--- src/rtl/dxs_pkg.sv ---
package dxs_pkg;

   typedef enum logic [1:0] {
      TRG_BUFFER = 2'd0,
      TRG_BLOCK  = 2'd1,
      TRG_REPEAT = 2'd2,
      TRG_FULL   = 2'd3
   } trig_mode_e;

   localparam logic [1:0] AM_HOLD = 2'd0;
   localparam logic [1:0] AM_UP   = 2'd1;
   localparam logic [1:0] AM_DOWN = 2'd2;

   typedef enum logic [1:0] {
      ST_IDLE  = 2'd0,
      ST_READY = 2'd1,
      ST_RUN   = 2'd2,
      ST_STOP  = 2'd3
   } chan_state_e;

   localparam int FLG_BUF   = 0;
   localparam int FLG_BLK   = 1;
   localparam int FLG_REP   = 2;
   localparam int FLG_CTC   = 3;
   localparam int FLG_ERR   = 4;
   localparam int NUM_FLAGS = 5;

   typedef struct packed {
      logic buf_end;
      logic blk_end;
      logic rep_end;
   } level_ev_t;

endpackage

--- src/rtl/dxs_req_sel.sv ---
module dxs_req_sel #(
   parameter int NUM_HW = 34,
   parameter int SEL_W  = 6
) (
   input  logic              clk,
   input  logic              rst_n,
   input  logic              flush,
   input  logic              take,
   input  logic              sw_trig,
   input  logic              use_hw,
   input  logic [NUM_HW-1:0] hw_req,
   input  logic [SEL_W-1:0]  req_sel,
   output logic              pend
);
   localparam int EXT = 1 << SEL_W;

   logic [EXT-1:0] hw_ext;
   logic           hw_hit;
   logic           req_in;

   assign hw_ext = EXT'(hw_req);

   generate
      if (NUM_HW == EXT) begin : g_full_range
         assign hw_hit = hw_ext[req_sel];
      end else begin : g_part_range
         assign hw_hit = (32'(req_sel) < NUM_HW) & hw_ext[req_sel];
      end
   endgenerate

   assign req_in = sw_trig | (use_hw & hw_hit);

   always_ff @(posedge clk or negedge rst_n) begin
      if (!rst_n)      pend <= 1'b0;
      else if (flush)  pend <= 1'b0;
      else             pend <= (pend & ~take) | req_in;
   end
endmodule

--- src/rtl/dxs_level_cnt.sv ---
module dxs_level_cnt
   import dxs_pkg::*;
#(
   parameter int BUF_W = 8,
   parameter int BLK_W = 17,
   parameter int REP_W = 13
) (
   input  logic             clk,
   input  logic             rst_n,
   input  logic             load,
   input  logic             beat,
   input  logic [1:0]       beat_sz,
   input  logic [BUF_W-1:0] buf_len,
   input  logic [BLK_W-1:0] blk_len,
   input  logic [REP_W-1:0] rep_cnt,
   output logic [BLK_W-1:0] blk_left,
   output level_ev_t        ev
);
   logic [BUF_W-1:0] buf_left;
   logic [REP_W-1:0] rep_left;
   logic [BLK_W-1:0] bytes_blk;
   logic [BUF_W-1:0] bytes_buf;
   logic             last_of_blk;
   logic             last_of_buf;
   logic             last_rep;

   assign bytes_blk   = BLK_W'(1) << beat_sz;
   assign bytes_buf   = BUF_W'(1) << beat_sz;
   assign last_of_blk = blk_left <= bytes_blk;
   assign last_of_buf = buf_left <= bytes_buf;
   assign last_rep    = rep_left <= REP_W'(1);

   always_comb begin
      ev.blk_end = beat & last_of_blk;
      ev.buf_end = beat & (last_of_buf | last_of_blk);
      ev.rep_end = beat & last_of_blk & last_rep;
   end

   always_ff @(posedge clk or negedge rst_n) begin
      if (!rst_n) begin
         buf_left <= '0;
         blk_left <= '0;
         rep_left <= '0;
      end else if (load) begin
         buf_left <= buf_len;
         blk_left <= blk_len;
         rep_left <= rep_cnt;
      end else if (beat) begin
         buf_left <= ev.buf_end ? buf_len : buf_left - bytes_buf;
         blk_left <= ev.blk_end ? blk_len : blk_left - bytes_blk;
         if (ev.blk_end) rep_left <= rep_left - REP_W'(1);
      end
   end
endmodule

--- src/rtl/dxs_addr_gen.sv ---
module dxs_addr_gen
   import dxs_pkg::*;
#(
   parameter int AW = 32,
   parameter int OW = 17
) (
   input  logic          clk,
   input  logic          rst_n,
   input  logic          load,
   input  logic          advance,
   input  logic          blk_end,
   input  logic [1:0]    mode,
   input  logic [1:0]    step,
   input  logic [AW-1:0] base,
   input  logic [OW-1:0] ofs,
   output logic [AW-1:0] addr
);
   logic [AW-1:0] delta;
   logic [AW-1:0] ofs_ext;
   logic [AW-1:0] stepped;
   logic [AW-1:0] nxt;

   assign delta   = AW'(1) << step;
   assign ofs_ext = {{(AW-OW){ofs[OW-1]}}, ofs};

   always_comb begin
      case (mode)
         AM_UP:   stepped = addr + delta;
         AM_DOWN: stepped = addr - delta;
         default: stepped = addr;
      endcase
      nxt = blk_end ? stepped + ofs_ext : stepped;
   end

   always_ff @(posedge clk or negedge rst_n) begin
      if (!rst_n)       addr <= '0;
      else if (load)    addr <= base;
      else if (advance) addr <= nxt;
   end
endmodule

--- src/rtl/dxs_flags.sv ---
module dxs_flags #(
   parameter int N = 5
) (
   input  logic         clk,
   input  logic         rst_n,
   input  logic [N-1:0] set,
   input  logic [N-1:0] clr,
   input  logic [N-1:0] en,
   output logic [N-1:0] flags,
   output logic         irq
);
   generate
      for (genvar i = 0; i < N; i++) begin : g_flag
         logic q;
         always_ff @(posedge clk or negedge rst_n) begin
            if (!rst_n)      q <= 1'b0;
            else if (set[i]) q <= 1'b1;
            else if (clr[i]) q <= 1'b0;
         end
         assign flags[i] = q;
      end
   endgenerate

   assign irq = |(flags & en);
endmodule

--- src/rtl/dma_level_seq.sv ---
module dma_level_seq
   import dxs_pkg::*;
#(
   parameter int AW     = 32,
   parameter int NUM_HW = 34,
   parameter int BUF_W  = 8,
   parameter int BLK_W  = 17,
   parameter int REP_W  = 13,
   parameter int OFS_W  = 17,
   localparam int SEL_W = (NUM_HW > 1) ? $clog2(NUM_HW) : 1
) (
   input  logic              clk,
   input  logic              rst_n,
   input  logic              chan_en,
   input  logic              sw_trig,
   input  logic              use_hw,
   input  logic [NUM_HW-1:0] hw_req,
   input  logic [SEL_W-1:0]  req_sel,
   input  logic [1:0]        trig_mode,
   input  logic [BUF_W-1:0]  buf_len,
   input  logic [BLK_W-1:0]  blk_len,
   input  logic [REP_W-1:0]  rep_cnt,
   input  logic [1:0]        beat_sz,
   input  logic [AW-1:0]     src_base,
   input  logic [AW-1:0]     dst_base,
   input  logic [1:0]        src_mode,
   input  logic [1:0]        src_step,
   input  logic [1:0]        dst_mode,
   input  logic [1:0]        dst_step,
   input  logic [OFS_W-1:0]  src_ofs,
   input  logic [OFS_W-1:0]  dst_ofs,
   input  logic [4:0]        irq_en,
   input  logic [4:0]        flag_clr,
   input  logic              beat_done,
   input  logic              beat_err,
   output logic              beat_req,
   output logic [AW-1:0]     src_addr,
   output logic [AW-1:0]     dst_addr,
   output logic [BLK_W-1:0]  blk_remain,
   output logic              req_active,
   output logic [4:0]        flags,
   output logic              irq
);
   generate
      if (AW < OFS_W) begin : g_bad_aw
         $error("dma_level_seq: AW must be at least OFS_W");
      end
      if (NUM_HW < 2) begin : g_bad_hw
         $error("dma_level_seq: NUM_HW must be at least 2");
      end
      if (BUF_W < 4 || BLK_W < 4 || REP_W < 1) begin : g_bad_cnt
         $error("dma_level_seq: counter widths too small for an 8-byte beat");
      end
   endgenerate

   chan_state_e    st, st_nxt;
   level_ev_t      ev;
   logic           pend;
   logic           load;
   logic           take;
   logic           beat;
   logic           err_hit;
   logic           unit_end;
   logic [4:0]     flag_set;

   logic [AW-1:0]    base_a [2];
   logic [AW-1:0]    addr_a [2];
   logic [1:0]       mode_a [2];
   logic [1:0]       step_a [2];
   logic [OFS_W-1:0] ofs_a  [2];

   assign load     = (st == ST_IDLE) & chan_en;
   assign take     = (st == ST_READY) & chan_en & pend;
   assign beat_req = (st == ST_RUN) & chan_en;
   assign beat     = beat_req & beat_done & ~beat_err;
   assign err_hit  = beat_req & beat_done & beat_err;

   always_comb begin
      case (trig_mode_e'(trig_mode))
         TRG_BUFFER: unit_end = ev.buf_end;
         TRG_BLOCK:  unit_end = ev.blk_end;
         default:    unit_end = ev.rep_end;
      endcase
   end

   always_comb begin
      st_nxt = st;
      if (!chan_en) begin
         st_nxt = ST_IDLE;
      end else begin
         case (st)
            ST_IDLE:  st_nxt = ST_READY;
            ST_READY: if (pend) st_nxt = ST_RUN;
            ST_RUN: begin
               if (err_hit || ev.rep_end) st_nxt = ST_STOP;
               else if (unit_end)         st_nxt = ST_READY;
            end
            default:  st_nxt = ST_STOP;
         endcase
      end
   end

   always_ff @(posedge clk or negedge rst_n) begin
      if (!rst_n) st <= ST_IDLE;
      else        st <= st_nxt;
   end

   assign req_active = (st == ST_RUN);

   dxs_req_sel #(.NUM_HW(NUM_HW), .SEL_W(SEL_W)) u_req (
      .clk     (clk),
      .rst_n   (rst_n),
      .flush   (st == ST_IDLE),
      .take    (take),
      .sw_trig (sw_trig),
      .use_hw  (use_hw),
      .hw_req  (hw_req),
      .req_sel (req_sel),
      .pend    (pend)
   );

   dxs_level_cnt #(.BUF_W(BUF_W), .BLK_W(BLK_W), .REP_W(REP_W)) u_cnt (
      .clk      (clk),
      .rst_n    (rst_n),
      .load     (load),
      .beat     (beat),
      .beat_sz  (beat_sz),
      .buf_len  (buf_len),
      .blk_len  (blk_len),
      .rep_cnt  (rep_cnt),
      .blk_left (blk_remain),
      .ev       (ev)
   );

   assign base_a[0] = src_base;
   assign base_a[1] = dst_base;
   assign mode_a[0] = src_mode;
   assign mode_a[1] = dst_mode;
   assign step_a[0] = src_step;
   assign step_a[1] = dst_step;
   assign ofs_a[0]  = src_ofs;
   assign ofs_a[1]  = dst_ofs;

   generate
      for (genvar g = 0; g < 2; g++) begin : g_side
         dxs_addr_gen #(.AW(AW), .OW(OFS_W)) u_addr (
            .clk     (clk),
            .rst_n   (rst_n),
            .load    (load),
            .advance (beat),
            .blk_end (ev.blk_end),
            .mode    (mode_a[g]),
            .step    (step_a[g]),
            .base    (base_a[g]),
            .ofs     (ofs_a[g]),
            .addr    (addr_a[g])
         );
      end
   endgenerate

   assign src_addr = addr_a[0];
   assign dst_addr = addr_a[1];

   always_comb begin
      flag_set          = '0;
      flag_set[FLG_BUF] = ev.buf_end;
      flag_set[FLG_BLK] = ev.blk_end;
      flag_set[FLG_REP] = ev.rep_end;
      flag_set[FLG_CTC] = ev.rep_end;
      flag_set[FLG_ERR] = err_hit;
   end

   dxs_flags #(.N(NUM_FLAGS)) u_flags (
      .clk   (clk),
      .rst_n (rst_n),
      .set   (flag_set),
      .clr   (flag_clr),
      .en    (irq_en),
      .flags (flags),
      .irq   (irq)
   );
endmodule

--- config.mk ---
export PLATFORM = sky130hd
export DESIGN_NAME = dma_level_seq
export DESIGN_NICKNAME = d
export VERILOG_FILES = /design/src/rtl/dxs_pkg.sv /design/src/rtl/dxs_req_sel.sv /design/src/rtl/dxs_level_cnt.sv /design/src/rtl/dxs_addr_gen.sv /design/src/rtl/dxs_flags.sv /design/src/rtl/dma_level_seq.sv
export SDC_FILE = /design/constraint.sdc
export NUM_CORES = 1
export LEC_CHECK = 0
export CAP_MARGIN = 20
export CORE_MARGIN = 5
export CORE_UTILIZATION = 30
export DETAILED_ROUTE_END_ITERATION = 10
export DONT_BUFFER_PORTS = 1
export SETUP_SLACK_MARGIN = 0.1
export SYNTH_ARGS = -nofsm -noshare
export SYNTH_HDL_FRONTEND = slang
export SYNTH_SLANG_ARGS = --single-unit
--- constraint.sdc ---
create_clock -name clk -period 4.18 [get_ports clk]
set_input_delay 0.418 -clock clk [delete_from_list [all_inputs] [get_ports clk]]
set_output_delay 0.418 -clock clk [all_outputs]
set_load 0.02 [all_outputs]
# Word-level counts from Yosys, hierarchy flattened
# Index checks and enable logic that the tools add are counted.
[totals]
regBits = 110
inputBits = 205
output_inout_bits = 89
elab_cells = 107
[classes]
add_sub_neg = 9
n_lt_le_gt_ge = 5
n_eq_ne = 9
shift = 4
muxes = 36
bitwise_logic = 19
reduce_logical = 13
[ops]
columns = ["op", "n"]
rows = [
  ["$mux W32", 6],
  ["$add A32 B32 Y32", 4],
  ["$pmux W32 S2", 2],
  ["$shl A1 B2 Y32 const A", 2],
  ["$sub A32 B32 Y32", 2],
  ["$mux W17", 3],
  ["$mux W13", 3],
  ["$mux W8", 3],
  ["$le A17 B17 Y1", 1],
  ["$shl A1 B2 Y17 const A", 1],
  ["$sub A17 B17 Y17", 1],
  ["$reduce_bool A2 Y1", 7],
  ["$and A1 B1 Y1", 13],
  ["$le A13 B1 Y1 const B", 1],
  ["$sub A13 B1 Y13 const B", 1],
  ["$mux W1", 12],
  ["$eq A2 B1 Y1 const B", 4],
  ["$le A8 B8 Y1", 1],
  ["$mux W2", 4],
  ["$shl A1 B2 Y8 const A", 1],
  ["$sub A8 B8 Y8", 1],
  ["$lt A6 B7 Y1 const B", 1],
  ["$bmux W1 S6", 1],
  ["$eq A2 B2 Y1 const B", 3],
  ["other kinds (12)", 17],
]

# Longest topological paths before layout
# Gate-level depths: netlist of run 1.
[logic_depth]
word_depth = 11
ltp_mapped = 28
depth_no_buf = 26

# By module
# Synthesis of run 1 repeated with hierarchy kept, for this count alone.
[unflattened]
cells_unflattened = 1856
hier_area_um2 = 14249.9
[modules_own_cells]
columns = ["module", "n_inst", "cells_per_inst", "area_each_um2", "seq_area_each_um2"]
rows = [
  ["dxs_addr_gen", 2, 733, 5425.2, 800.8],
  ["dxs_level_cnt", 1, 313, 2617.5, 950.9],
  ["dxs_req_sel", 1, 34, 376.6, 25.0],
  ["dxs_flags", 1, 23, 241.5, 125.1],
  ["dma_level_seq", 1, 20, 163.9, 50.0],
]

# Worst setup path before layout of run 1
# No wires, ideal clock.
[synth_timing]
kind = "input to register"
startpoint = "input port src_mode[0]"
endpoint = "register g_side[0].u_addr.addr[31]"
setup_time_ns = 0.143
arrival_ns = 5.264
t_required_ns = 4.037
slack_ns = -1.227
stages = 26
path_buffers = 2
cell_sequence = "inv_1 ha_1 clkbuf_1 clkbuf_1 ha_1 a21o_1 a21o_1 a21o_1 a221oi_4 a21oi_1 o21ai_1 a21boi_1 mux2_1 o21ai_1 ha_1 nand2_1 o21ai_1 a21o_1 a21oi_1 o21a_1 a21oi_1 mux2_2 o2111ai_1 and3b_1 a2111oi_1 o211ai_1"
[synth_via]
elab_chain_len = 6
word_cells_on_any_way = 7
cone_classes = "1 x add/sub; 2 x eq/ne; 4 x mux"
[synth_rtl]
columns = ["element", "line", "rtl"]
rows = [
  ["from (decl)", "dma_level_seq.sv:26", "input logic [1:0] src_mode,"],
  ["$eq A2 B2 Y1 / $eq A2 B1 Y1 (equally long branches)", "dxs_addr_gen.sv:27", "case (mode)"],
  ["$pmux W32 S2 *", "dxs_addr_gen.sv:27", ""],
  ["$add A32 B32 Y32", "dxs_addr_gen.sv:32", "nxt = blk_end ? stepped + ofs_ext : stepped;"],
  ["$mux W32 *", "dxs_addr_gen.sv:32", ""],
  ["$mux W32 *", "dxs_addr_gen.sv:38", "else if (advance) addr <= nxt;"],
  ["$mux W32 *", "dxs_addr_gen.sv:37", "else if (load) addr <= base;"],
  ["to (signal assigned)", "dxs_addr_gen.sv:37", ""],
  ["to (signal assigned)", "dxs_addr_gen.sv:38", ""],
  ["to (decl)", "dxs_addr_gen.sv:16", "output logic [AW-1:0] addr"],
]
# Every way passes the cells marked *; elsewhere a longest branch is shown, timed or not. The select of a mux whose other input is x is not followed.
# A chain may end at the register's enable or synchronous reset.

# Final worst setup path of run 1
[layout_timing]
startpoint = "register g_side[0].u_addr.addr[0]"
endpoint = "register g_side[0].u_addr.addr[29]"
[layout_via]
elab_chain_len = 6
word_cells_on_any_way = 7
cone_classes = "3 x add/sub; 4 x mux"
[layout_rtl]
columns = ["element", "line"]
rows = [
  ["$sub A32 B32 Y32 / $add A32 B32 Y32 (equally long branches)", "dxs_addr_gen.sv:29, dxs_addr_gen.sv:28"],
  ["$pmux W32 S2 *", "dxs_addr_gen.sv:27"],
  ["$add A32 B32 Y32", "dxs_addr_gen.sv:32"],
  ["$mux W32 *", "dxs_addr_gen.sv:32"],
  ["$mux W32 *", "dxs_addr_gen.sv:38"],
  ["$mux W32 *", "dxs_addr_gen.sv:37"],
]
# Marked as above.

==> results of run 1 <==
==> kinds of logic (layout without fill, tap and decap cells) <==
group | after synthesis | after routing
xor+xnor | 114 | 114
simple gates | 565 | 565
mux | 25 | 25
other cells | 0 | 7
compound gates | 722 | 722
flops | 110 | 110
buf+inv | 158 | 561
fa+ha+maj | 150 | 150
==> where the power goes <==
part           switching, W  internal (W)
combinational       0.00456       0.00454
clock              0.000535      0.000431
sequential         0.000491       0.00137
==> layer usage <==
metal | GRT usage | routed length (um)
met5 | 0 | 0
met4 | 0.0737 | 1360
met3 | 0.0406 | 3400
met2 | 0.352 | 27600
met1 | 0.283 | 25000
==> sequential cells by signal (all words and copies together) (netlist names) <==
register / count
g_side.u_addr.addr: 64
u_cnt.blk_left: 17
u_cnt.rep_left: 13
u_cnt.buf_left: 8
u_flags.g_flag.q: 5
st: 2
u_req.pend: 1
==> cell usage in the layout (no fill, tap or decap), drive strengths merged, types with 14 or more instances in the layout <==
cell    netlist  final
buf          17    490
o21ai       210    210
a21oi       201    201
nand2       174    174
nor2        155    155
ha          144    144
dfrtp       110    110
a21o         76     76
xnor2        67     67
inv          54     58
xor2         47     47
nor3         44     44
nand3        34     34
nand2b       30     30
o21a         30     30
o22ai        30     30
nor2b        25     25
nand4        22     22
o21bai       21     21
a31oi        21     21
a211oi       19     19
nor4         17     17
and3         17     17
o31ai        14     14
==> worst max path at each step <==
stage	from	endpoint	slack, ns
after CTS	g_side[0].u_addr.addr[0]$_DFFE_PN0P_	g_side[0].u_addr.addr[30]$_DFFE_PN0P_	-0.58
final	g_side[0].u_addr.addr[0]$_DFFE_PN0P_	g_side[0].u_addr.addr[29]$_DFFE_PN0P_	-0.59
after global placement	src_mode[0]	g_side[0].u_addr.addr[31]$_DFFE_PN0P_	-0.90
after detailed placement	src_mode[0]	g_side[0].u_addr.addr[31]$_DFFE_PN0P_	-0.98
after floorplan	src_mode[0]	g_side[0].u_addr.addr[31]$_DFFE_PN0P_	-0.63
after global routing	g_side[0].u_addr.addr[0]$_DFFE_PN0P_	g_side[0].u_addr.addr[29]$_DFFE_PN0P_	-0.82
==> stage by stage <==
stage                     instances  hold WS, ns  setup WS (ns)
after floorplan                1844        0.122         -0.629
after global placement         2776        0.125         -0.904
after detailed placement       2776        0.126         -0.983
after CTS                      2821       0.0721         -0.579
after global routing           2854       0.0873         -0.818
final                          2854        0.106         -0.588
==> what timing repair did <==
item                                    CTS  global route
endpoints found under the hold margin   110             0
endpoints found under the setup margin   34            42
buffers inserted                         28            30
hold buffers                              2             0
gates resized for setup                 113           145
pin swaps                                82           154
==> layout make-up <==
| cell class | count | area (sq um) | share of cell area |
|---|---|---|---|
| clock buffers | 9 | 225 | 0.0112 |
| multi-input cells | 1576 | 12100 | 0.605 |
| well taps | 600 | 751 | 0.0375 |
| clock inverters | 7 | 82.6 | 0.00412 |
| diodes | 7 | 17.5 | 0.000874 |
| repair buffers | 491 | 3860 | 0.192 |
| flip-flops and latches | 110 | 2750 | 0.137 |
| inverters | 54 | 223 | 0.0111 |
==> reports/summary.txt, run 1 <==
Initial Utilization = 0.305
Core Box Area = 0.0455 sq mm
CP peak stage delay = 0.49 ns
Post-synth top flop = dfrtp_1
clock-pin slew on the worst setup and hold paths = 0.09 ns
Final Total Pwr = 0.0119 W
grt ovf = 0
Post-Syn Area = 0.0138 sq mm
Crit path buffers/inverters = 0
Post-synth EDFFs = 0
largest family of logic cells by synthesized area = compound AO/OA/AOI/OAI gates
WL final = 57400 um
Mapped Nets = 2199
Mapped Cells = 1844
Reg2Reg Setup Slack = -0.59 ns
WHS Endpoint = u_flags.g_flag[1].q$_DFFE_PN0P_
leakage power = 8.84 nW
total of max-cap violations = 0
Area contributors post-synth = dfrtp_1 (20%), ha_1 (13%), a21oi_1 (7.2%)
worst-skew pair later-pin latency = 0.41 ns
Final Wtd Congestion = 0.910
DP HPWL = 43900 um
Yosys Warn Count = 0
most instantiated cells after synthesis = a21oi_1 (198), nand2_1 (174), o21ai_0 (169), nor2_1 (155), ha_1 (144)
design area = 0.0200 sq mm
Hold Crit Depth = 1
nets@finish = 2597
Final Critical Period = 4.77 ns
Clk Tree Root Cell = clkbuf_16
syn avg cell area = 7.51 sq um
Max FO, Critical Path = 5
clock sinks = 110
most common cell in the netlist = a21oi_1
Synth Area in Compound Gates = 0.324
Antenna Nets Post-Route = 0
die height = 225 um
final hold violations = 0
FF-to-FF End = g_side[0].u_addr.addr[29]$_DFFE_PN0P_
Hold Crit Class = in2reg
IO Pins = 294
initial antenna violation count = 7
reg-to-reg startpoint = g_side[0].u_addr.addr[0]$_DFFE_PN0P_
PD cells = 595 mW/mm^2
via count = 15679
crit share post-route = 1.14
first-pass GRT wire length = 86700 um
Starting DRT DRC Count = 1058
number of filler cells placed in the layout = 4478
Final setup viols = 25
clk buf depth = 2
headroom to the max-slew limit = 0.280
Total GRT Usage = 0.214
die area = 0.0506 sq mm
max-slew violation count = 0
Post-DP Area = 0.0180 sq mm
Crit. End Element = register
fmax = 210 MHz
Port-buffer cells = 0
Worst Tran Pin Value = 1.08 ns
clock skew = 0.0146 ns
vias per std cell = 5.49
ys async rst share = 1.00
Synth Area in Adders = 0.139
Num CTS Buffers = 9
vias in the first global route = 15433
status = finished, violations left
die width = 225 um
Crit path max-delay family = compound AO/OA/AOI/OAI gates
Post-route DRC = 0
TNS Setup = -5.75 ns
Post-Synth Simple-Gate Area = 0.193
cell at the slowest stage of the critical path = dfrtp_2
failing checks = negative setup slack
Seq cells post-synth = 110
HP Start = flag_clr[1]
Synth area leader = dfrtp_1
post-route core utilization = 0.441
Seq/Total Area, Yosys = 0.199
RSZ-0062 raised after global routing = yes
Worst setup SP type = register
Netlist cell types = 86
per-cell routed wire length = 20.1 um
xor/xnor share of the synthesized area = 0.0721
mux contribution to synthesized area = 0.0281
crit-path cells = nor3_4, fa_2, nor2b_2, o21ai_2, a21oi_2, o21ai_2, a21boi_4, o21ai_4, xnor2_1, o21ai_1, ha_1, a21o_1, a31o_1, a211oi_2, nor2_2, o31ai_4, nand2_2, a41o_1, a21oi_2, xor2_1, a21oi_1, a221o_1
Synth top area share = 0.199
crit path kind = reg2reg
Area Growth Syn to Fin = 44.7%
VDD IR max = 0.242 mV
Critical Path Stages = 22
worst reg-to-reg path cell count = 22
Final WS setup = -0.588 ns
CP required = 4.48 ns
fraction of layout cells with a size suffix above 1 = 0.342
H-Tree Depth = 3
CTS tree = yes
Rows = 78
drt pass-1 iters = 5
pin count of the biggest net entering global routing = 111
CP Data Arrival Time = 5.07 ns
No activity file was read; power rests on OpenSTA's default activity.
==> run 2, diff against run 1 <==
Settings changed: REMOVE_ABC_BUFFERS from default to 1, SETUP_SLACK_MARGIN 0.1 to 0.5.
==> reports/summary.txt, run 2 (synthesized netlist as in run 1, its figures left out) <==
nets@finish = 2632 (was 2597)
Final Wtd Congestion = 0.934 (was 0.910)
Total GRT Usage = 0.219 (was 0.214)
fmax = 205 MHz (was 210 MHz)
headroom to the max-slew limit = 0.472 (was 0.280)
NetSw = 0.00566 W (was 0.00559 W)
Core Box Area = 0.0455 sq mm (unchanged)
Final setup viols = 29 (was 25)
Final WS setup = -0.700 ns (was -0.588 ns)
Crit path buffers/inverters = 2 (was 0)
CTS tree = yes (unchanged)
Initial Utilization = 0.305 (unchanged)
crit-path cells = nor3_4, fa_2, nor2b_2, o21ai_2, a21oi_2, o21ai_2, a21boi_2, o21ai_1, buf_4, o31ai_2, a21o_1, xor2_2, mux2_4, ha_4, nand2_1, nor4_2, o31ai_2, buf_4, a21oi_2, mux2_4, o2111ai_4, and3b_1, a2111oi_2, o211ai_1 (was nor3_4, fa_2, nor2b_2, o21ai_2, a21oi_2, o21ai_2, a21boi_4, o21ai_4, xnor2_1, o21ai_1, ha_1, a21o_1, a31o_1, a211oi_2, nor2_2, o31ai_4, nand2_2, a41o_1, a21oi_2, xor2_1, a21oi_1, a221o_1)
Switching Share = 0.462 (was 0.468)
via count = 15914 (was 15679)
vias per std cell = 5.51 (was 5.49)
Worst Tran Pin Value = 0.772 ns (was 1.08 ns)
Clk network pwr share = 0.079 (was 0.081)
Reg2Reg Setup Slack = -0.70 ns (was -0.59 ns)
most frequent cells in the layout = buf_4 (472), nand2_1 (163), a21oi_1 (152) (was buf_4 (459), nand2_1 (166), a21oi_1 (152))
Hold Crit Class = in2async (was in2reg)
RSZ-0062 raised after global routing = yes (unchanged)
Top reg by flops = g_side.u_addr.addr (unchanged)
VDD IR max = 0.242 mV (about the same)
sequential power share = 0.151 (was 0.156)
CP peak stage delay = 0.49 ns (about the same)
DP HPWL = 42700 um (was 43900 um)
total of max-cap violations = 0 (unchanged)
fraction of layout cells with a size suffix above 1 = 0.359 (was 0.342)
die height = 225 um (unchanged)
vias in the first global route = 16075 (was 15433)
Num CTS Buffers = 9 (unchanged)
max reg flops = 64 (unchanged)
Max FO, Critical Path = 5 (unchanged)
CP required = 4.45 ns (was 4.48 ns)
post-route core utilization = 0.445 (was 0.441)
worst-skew pair later-pin latency = 0.40 ns (was 0.41 ns)
WL final = 58000 um (was 57400 um)
CP Data Arrival Time = 5.15 ns (was 5.07 ns)
Antenna Nets Post-Route = 0 (unchanged)
failing checks = negative hold slack, negative setup slack (was negative setup slack)
die width = 225 um (unchanged)
first-pass GRT wire length = 88700 um (was 86700 um)
Crit. End Element = register (unchanged)
clock sinks = 110 (unchanged)
Final Critical Period = 4.88 ns (was 4.77 ns)
max-slew violation count = 0 (unchanged)
initial antenna violation count = 8 (was 7)
fin cells = 2889 (was 2854)
WHS = -0.0441 ns (was 0.106 ns)
Post-DP Area = 0.0176 sq mm (was 0.0180 sq mm)
largest registers = g_side.u_addr.addr: 64 flops, u_cnt.blk_left: 17 flops, u_cnt.rep_left: 13 flops (unchanged)
clk buf depth = 2 (unchanged)
Crit path max-delay family = compound AO/OA/AOI/OAI gates (unchanged)
clock skew = 0.0128 ns (was 0.0146 ns)
Worst setup SP type = register (unchanged)
IO Pins = 294 (unchanged)
Post-route DRC = 0 (unchanged)
crit path kind = reg2reg (unchanged)
status = finished, violations left (unchanged)
design area = 0.0203 sq mm (was 0.0200 sq mm)
final hold violations = 36 (was 0)
crit share post-route = 1.17 (was 1.14)
PD cells = 605 mW/mm^2 (was 595 mW/mm^2)
pre-CTS setup slack = -1.27 ns (was -0.983 ns)
Port-buffer cells = 0 (unchanged)
combinational share of power = 0.770 (was 0.763)
cell at the slowest stage of the critical path = dfrtp_2 (unchanged)
pin count of the biggest net entering global routing = 111 (unchanged)
most common cell after layout, fill and taps aside = buf_4 (unchanged)
Rows = 78 (unchanged)
drt pass-1 iters = 6 (was 5)
placed cells = 2793 (was 2776)
number of filler cells placed in the layout = 4469 (was 4478)
leakage power = 9.03 nW (was 8.84 nW)
Clk Tree Root Cell = clkbuf_16 (unchanged)
Starting DRT DRC Count = 1173 (was 1058)
Internal = 0.00660 W (was 0.00634 W)
H-Tree Depth = 3 (unchanged)
clock-pin slew on the worst setup and hold paths = 0.09 ns (about the same)
grt ovf = 0 (unchanged)
per-cell routed wire length = 20.1 um (about the same)
die area = 0.0506 sq mm (unchanged)
Area Growth Syn to Fin = 46.3% (was 44.7%)
run 2: cell count changes in the layout (fill, tap and decap cells not counted), sizes merged:
cell / change
dlygate4sd3: -1
buf: +36
run 2: stage by stage:
step	hold WS [ns]	power [W]	TNS, ns
global placement	0.126	0.00918	-28.54
global route	0.0155	0.0132	-16.12
finish	-0.0441	0.0123	-9.51
floorplan	0.122	0.00611	-48.74
detailed placement	0.126	0.00930	-29.99
CTS	0.00588	0.0116	-4.64
run 2: area by class of cell:
cell class              count  area [sq um]  share of cell area
inverters                  54           213              0.0105
diodes                      7          17.5            0.000865
well taps                 600           751              0.0371
clock buffers               9           225              0.0111
flip-flops and latches    110          2750               0.136
multi-input cells        1576         12000               0.593
clock inverters             7          63.8             0.00315
repair buffers            526          4220               0.208
run 2: path summary, 6_finish.rpt:
check / from / endpoint / depth (start not counted)
max in group asynchronous: rst_n / g_side[0].u_addr.addr[0]$_DFFE_PN0P_ / 1
max reg2reg: g_side[0].u_addr.addr[0]$_DFFE_PN0P_ / g_side[0].u_addr.addr[31]$_DFFE_PN0P_ / 24
min in group clk: flag_clr[1] / u_flags.g_flag[1].q$_DFFE_PN0P_ / 1
max: g_side[0].u_addr.addr[0]$_DFFE_PN0P_ / g_side[0].u_addr.addr[31]$_DFFE_PN0P_ / 24
min: rst_n / g_side[0].u_addr.addr[31]$_DFFE_PN0P_ / 1
min reg2reg: u_cnt.buf_left[3]$_DFFE_PN0P_ / u_cnt.buf_left[3]$_DFFE_PN0P_ / 2
run 2: what timing repair did:
item | in CTS | in global routing
hold buffers | 1 | 0
buffers inserted | 50 | 22
endpoints found under the setup margin | 45 | 56
pin swaps | 161 | 107
gates resized for setup | 273 | 115
hold endpoints to repair | 110 | 0
cloned | 0 | 0
run 2: layer usage:
metal / vias up / GRT usage / wire length (um)
met2: 488 / 0.383 / 29000
met4: 4 / 0.0739 / 1690
met5: - / 0 / 17
li1: 7700 / - / -
met1: 7633 / 0.274 / 24000
met3: 89 / 0.0364 / 3270
run 2: power groups by stage:
stage	clock (W)	sequential, W	combinational [W]
CTS	0.00101	0.00185	0.00870
global route	0.00104	0.00189	0.0102
finish	0.000975	0.00185	0.00944
global placement	0	0.00184	0.00734
floorplan	0	0.00197	0.00414
detailed placement	0	0.00185	0.00745
==> run 3, diff against run 2 <==
Settings changed: CORE_UTILIZATION 30 to 45.
==> reports/summary.txt, run 3 (synthesized netlist as in run 1, its figures left out) <==
status = finished, violations left (unchanged)
failing checks = negative hold slack, negative setup slack (unchanged)
RSZ-0062 raised after global routing = yes (unchanged)
Final setup viols = 31 (was 29)
Num CTS Buffers = 9 (unchanged)
CP required = 4.42 ns (was 4.45 ns)
vias per std cell = 5.94 (was 5.51)
Post-route DRC = 0 (unchanged)
Worst setup SP type = input port (was register)
Starting DRT DRC Count = 1123 (was 1173)
VDD IR max = 0.273 mV (was 0.242 mV)
Crit. End Element = register (unchanged)
design area = 0.0200 sq mm (was 0.0203 sq mm)
WHS = -0.0199 ns (was -0.0441 ns)
placed cells = 2574 (was 2793)
per-cell routed wire length = 20.6 um (was 20.1 um)
max-slew violation count = 0 (unchanged)
leakage power = 8.99 nW (was 9.03 nW)
clk buf depth = 2 (unchanged)
crit path kind = in2reg (was reg2reg)
Port-buffer cells = 0 (unchanged)
Post-DP Area = 0.0173 sq mm (was 0.0176 sq mm)
worst-skew pair later-pin latency = 0.40 ns (about the same)
die width = 185 um (was 225 um)
first-pass GRT wire length = 83500 um (was 88700 um)
drt pass-1 iters = 6 (unchanged)
Hold Crit Class = in2async (unchanged)
most common cell after layout, fill and taps aside = buf_4 (unchanged)
crit share post-route = 1.17 (about the same)
Core Box Area = 0.0305 sq mm (was 0.0455 sq mm)
Area Growth Syn to Fin = 44.6% (was 46.3%)
Final WS setup = -0.710 ns (was -0.700 ns)
most frequent cells in the layout = buf_4 (441), nand2_1 (164), nor2_1 (149) (was buf_4 (472), nand2_1 (163), a21oi_1 (152))
initial antenna violation count = 1 (was 8)
Top reg by flops = g_side.u_addr.addr (unchanged)
fin cells = 2668 (was 2889)
PD cells = 611 mW/mm^2 (was 605 mW/mm^2)
pre-CTS setup slack = -1.45 ns (was -1.27 ns)
reg-to-reg startpoint = g_side[0].u_addr.addr[0]$_DFFE_PN0P_ (unchanged)
clock skew = 0.0165 ns (was 0.0128 ns)
Total GRT Usage = 0.304 (was 0.219)
CTS tree = yes (unchanged)
Initial Utilization = 0.454 (was 0.305)
number of filler cells placed in the layout = 2521 (was 4469)
pin count of the biggest net entering global routing = 111 (unchanged)
Final Critical Period = 4.89 ns (was 4.88 ns)
CP Data Arrival Time = 5.13 ns (was 5.15 ns)
final hold violations = 17 (was 36)
total of max-cap violations = 0 (unchanged)
vias in the first global route = 15863 (was 16075)
nets@finish = 2620 (was 2632)
largest registers = g_side.u_addr.addr: 64 flops, u_cnt.blk_left: 17 flops, u_cnt.rep_left: 13 flops (unchanged)
Clk Tree Root Cell = clkbuf_16 (unchanged)
die height = 185 um (was 225 um)
WL final = 55000 um (was 58000 um)
Critical Path Start = src_mode[0] (was g_side[0].u_addr.addr[0]$_DFFE_PN0P_)
fmax = 205 MHz (about the same)
clock sinks = 110 (unchanged)
headroom to the max-slew limit = 0.408 (was 0.472)
Final Wtd Congestion = 0.973 (was 0.934)
IO Pins = 294 (unchanged)
max reg flops = 64 (unchanged)
via count = 15861 (was 15914)
Max FO, Critical Path = 6 (was 5)
clock-pin slew on the worst setup and hold paths = 0.10 ns (was 0.09 ns)
grt ovf = 0 (unchanged)
die area = 0.0344 sq mm (was 0.0506 sq mm)
Worst Tran Pin Value = 0.887 ns (was 0.772 ns)
DP HPWL = 38500 um (was 42700 um)
fraction of layout cells with a size suffix above 1 = 0.353 (was 0.359)
H-Tree Depth = 3 (unchanged)
Rows = 64 (was 78)
Antenna Nets Post-Route = 0 (unchanged)
==> run 3: critical path: stages <==
cell      delay (ns)
inv_1           0.04
ha_4            0.19
buf_6           0.15
a21boi_1        0.13
ha_2            0.36
o21a_1          0.13
nor2_1          0.05
a21oi_2         0.21
nand4_1         0.20
buf_4           0.20
a21oi_4         0.13
nor2_1          0.06
buf_4           0.14
buf_6           0.11
xor2_1          0.15
o21ai_1         0.18
ha_1            0.30
a21o_1          0.19
a21o_1          0.17
a21oi_2         0.14
or3b_1          0.37
o21ai_2         0.19
a211oi_2        0.11
a221o_1         0.35
a21o_1          0.18
xnor2_1         0.16
o221ai_1        0.12
==> run 3: area by class of cell <==
class                           instances  area (sq um)  share of cell area
Antenna cell                            2          5.00            0.000250
Clock buffer                           10           229              0.0114
Clock inverter                          6          86.3             0.00431
Inverter                               54           210              0.0105
Multi-Input combinational cell       1576         12100               0.602
Sequential cell                       110          2750               0.137
Tap cell                              396           495              0.0247
Timing Repair Buffer                  514          4200               0.210
==> run 3: what timing repair did <==
item,CTS,global route
resized for setup,273,133
endpoints found under the hold margin,110,0
pin swaps,183,118
setup buffers,58,16
cloned,1,0
hold buffers,1,0
setup endpoints to repair,44,57
==> run 3: report_power, final <==
group	total, W	internal [W]	switching (W)
Clock	0.000995	0.000485	0.000510
Sequential	0.00185	0.00137	0.000483
Combinational	0.00940	0.00472	0.00468
Total	0.0122	0.00657	0.00567
==> run 3: per-layer routing <==
layer | up-vias | wire length (um) | track usage
li1 | 7655 | - | -
met1 | 7603 | 23300 | 0.388
met2 | 494 | 26700 | 0.516
met3 | 109 | 3530 | 0.0640
met4 | 0 | 1490 | 0.0913
met5 | - | 0 | 0
==> run 3: stage by stage <==
step                      utilization  power [W]  TNS [ns]
after detailed placement        0.566    0.00921    -29.91
after global placement          0.566    0.00911    -28.92
after global routing            0.657     0.0131    -17.06
final                           0.657     0.0122    -10.43
after CTS                       0.631     0.0114     -5.10
after floorplan                     -    0.00611    -48.74
==> run 3: worst paths after layout <==
kind                            cells after the start                                     to  slack [ns]
worst max-delay path                               27  g_side[0].u_addr.addr[30]$_DFFE_PN0P_       -0.71
worst min-delay path                                1   g_side[0].u_addr.addr[4]$_DFFE_PN0P_       -0.02
worst max register to register                     23  g_side[0].u_addr.addr[30]$_DFFE_PN0P_       -0.69
worst min register to register                      2          u_cnt.buf_left[2]$_DFFE_PN0P_        0.50
max in group asynchronous                           1  g_side[1].u_addr.addr[27]$_DFFE_PN0P_        3.70
min in group clk                                    1        u_flags.g_flag[4].q$_DFFE_PN0P_        0.13
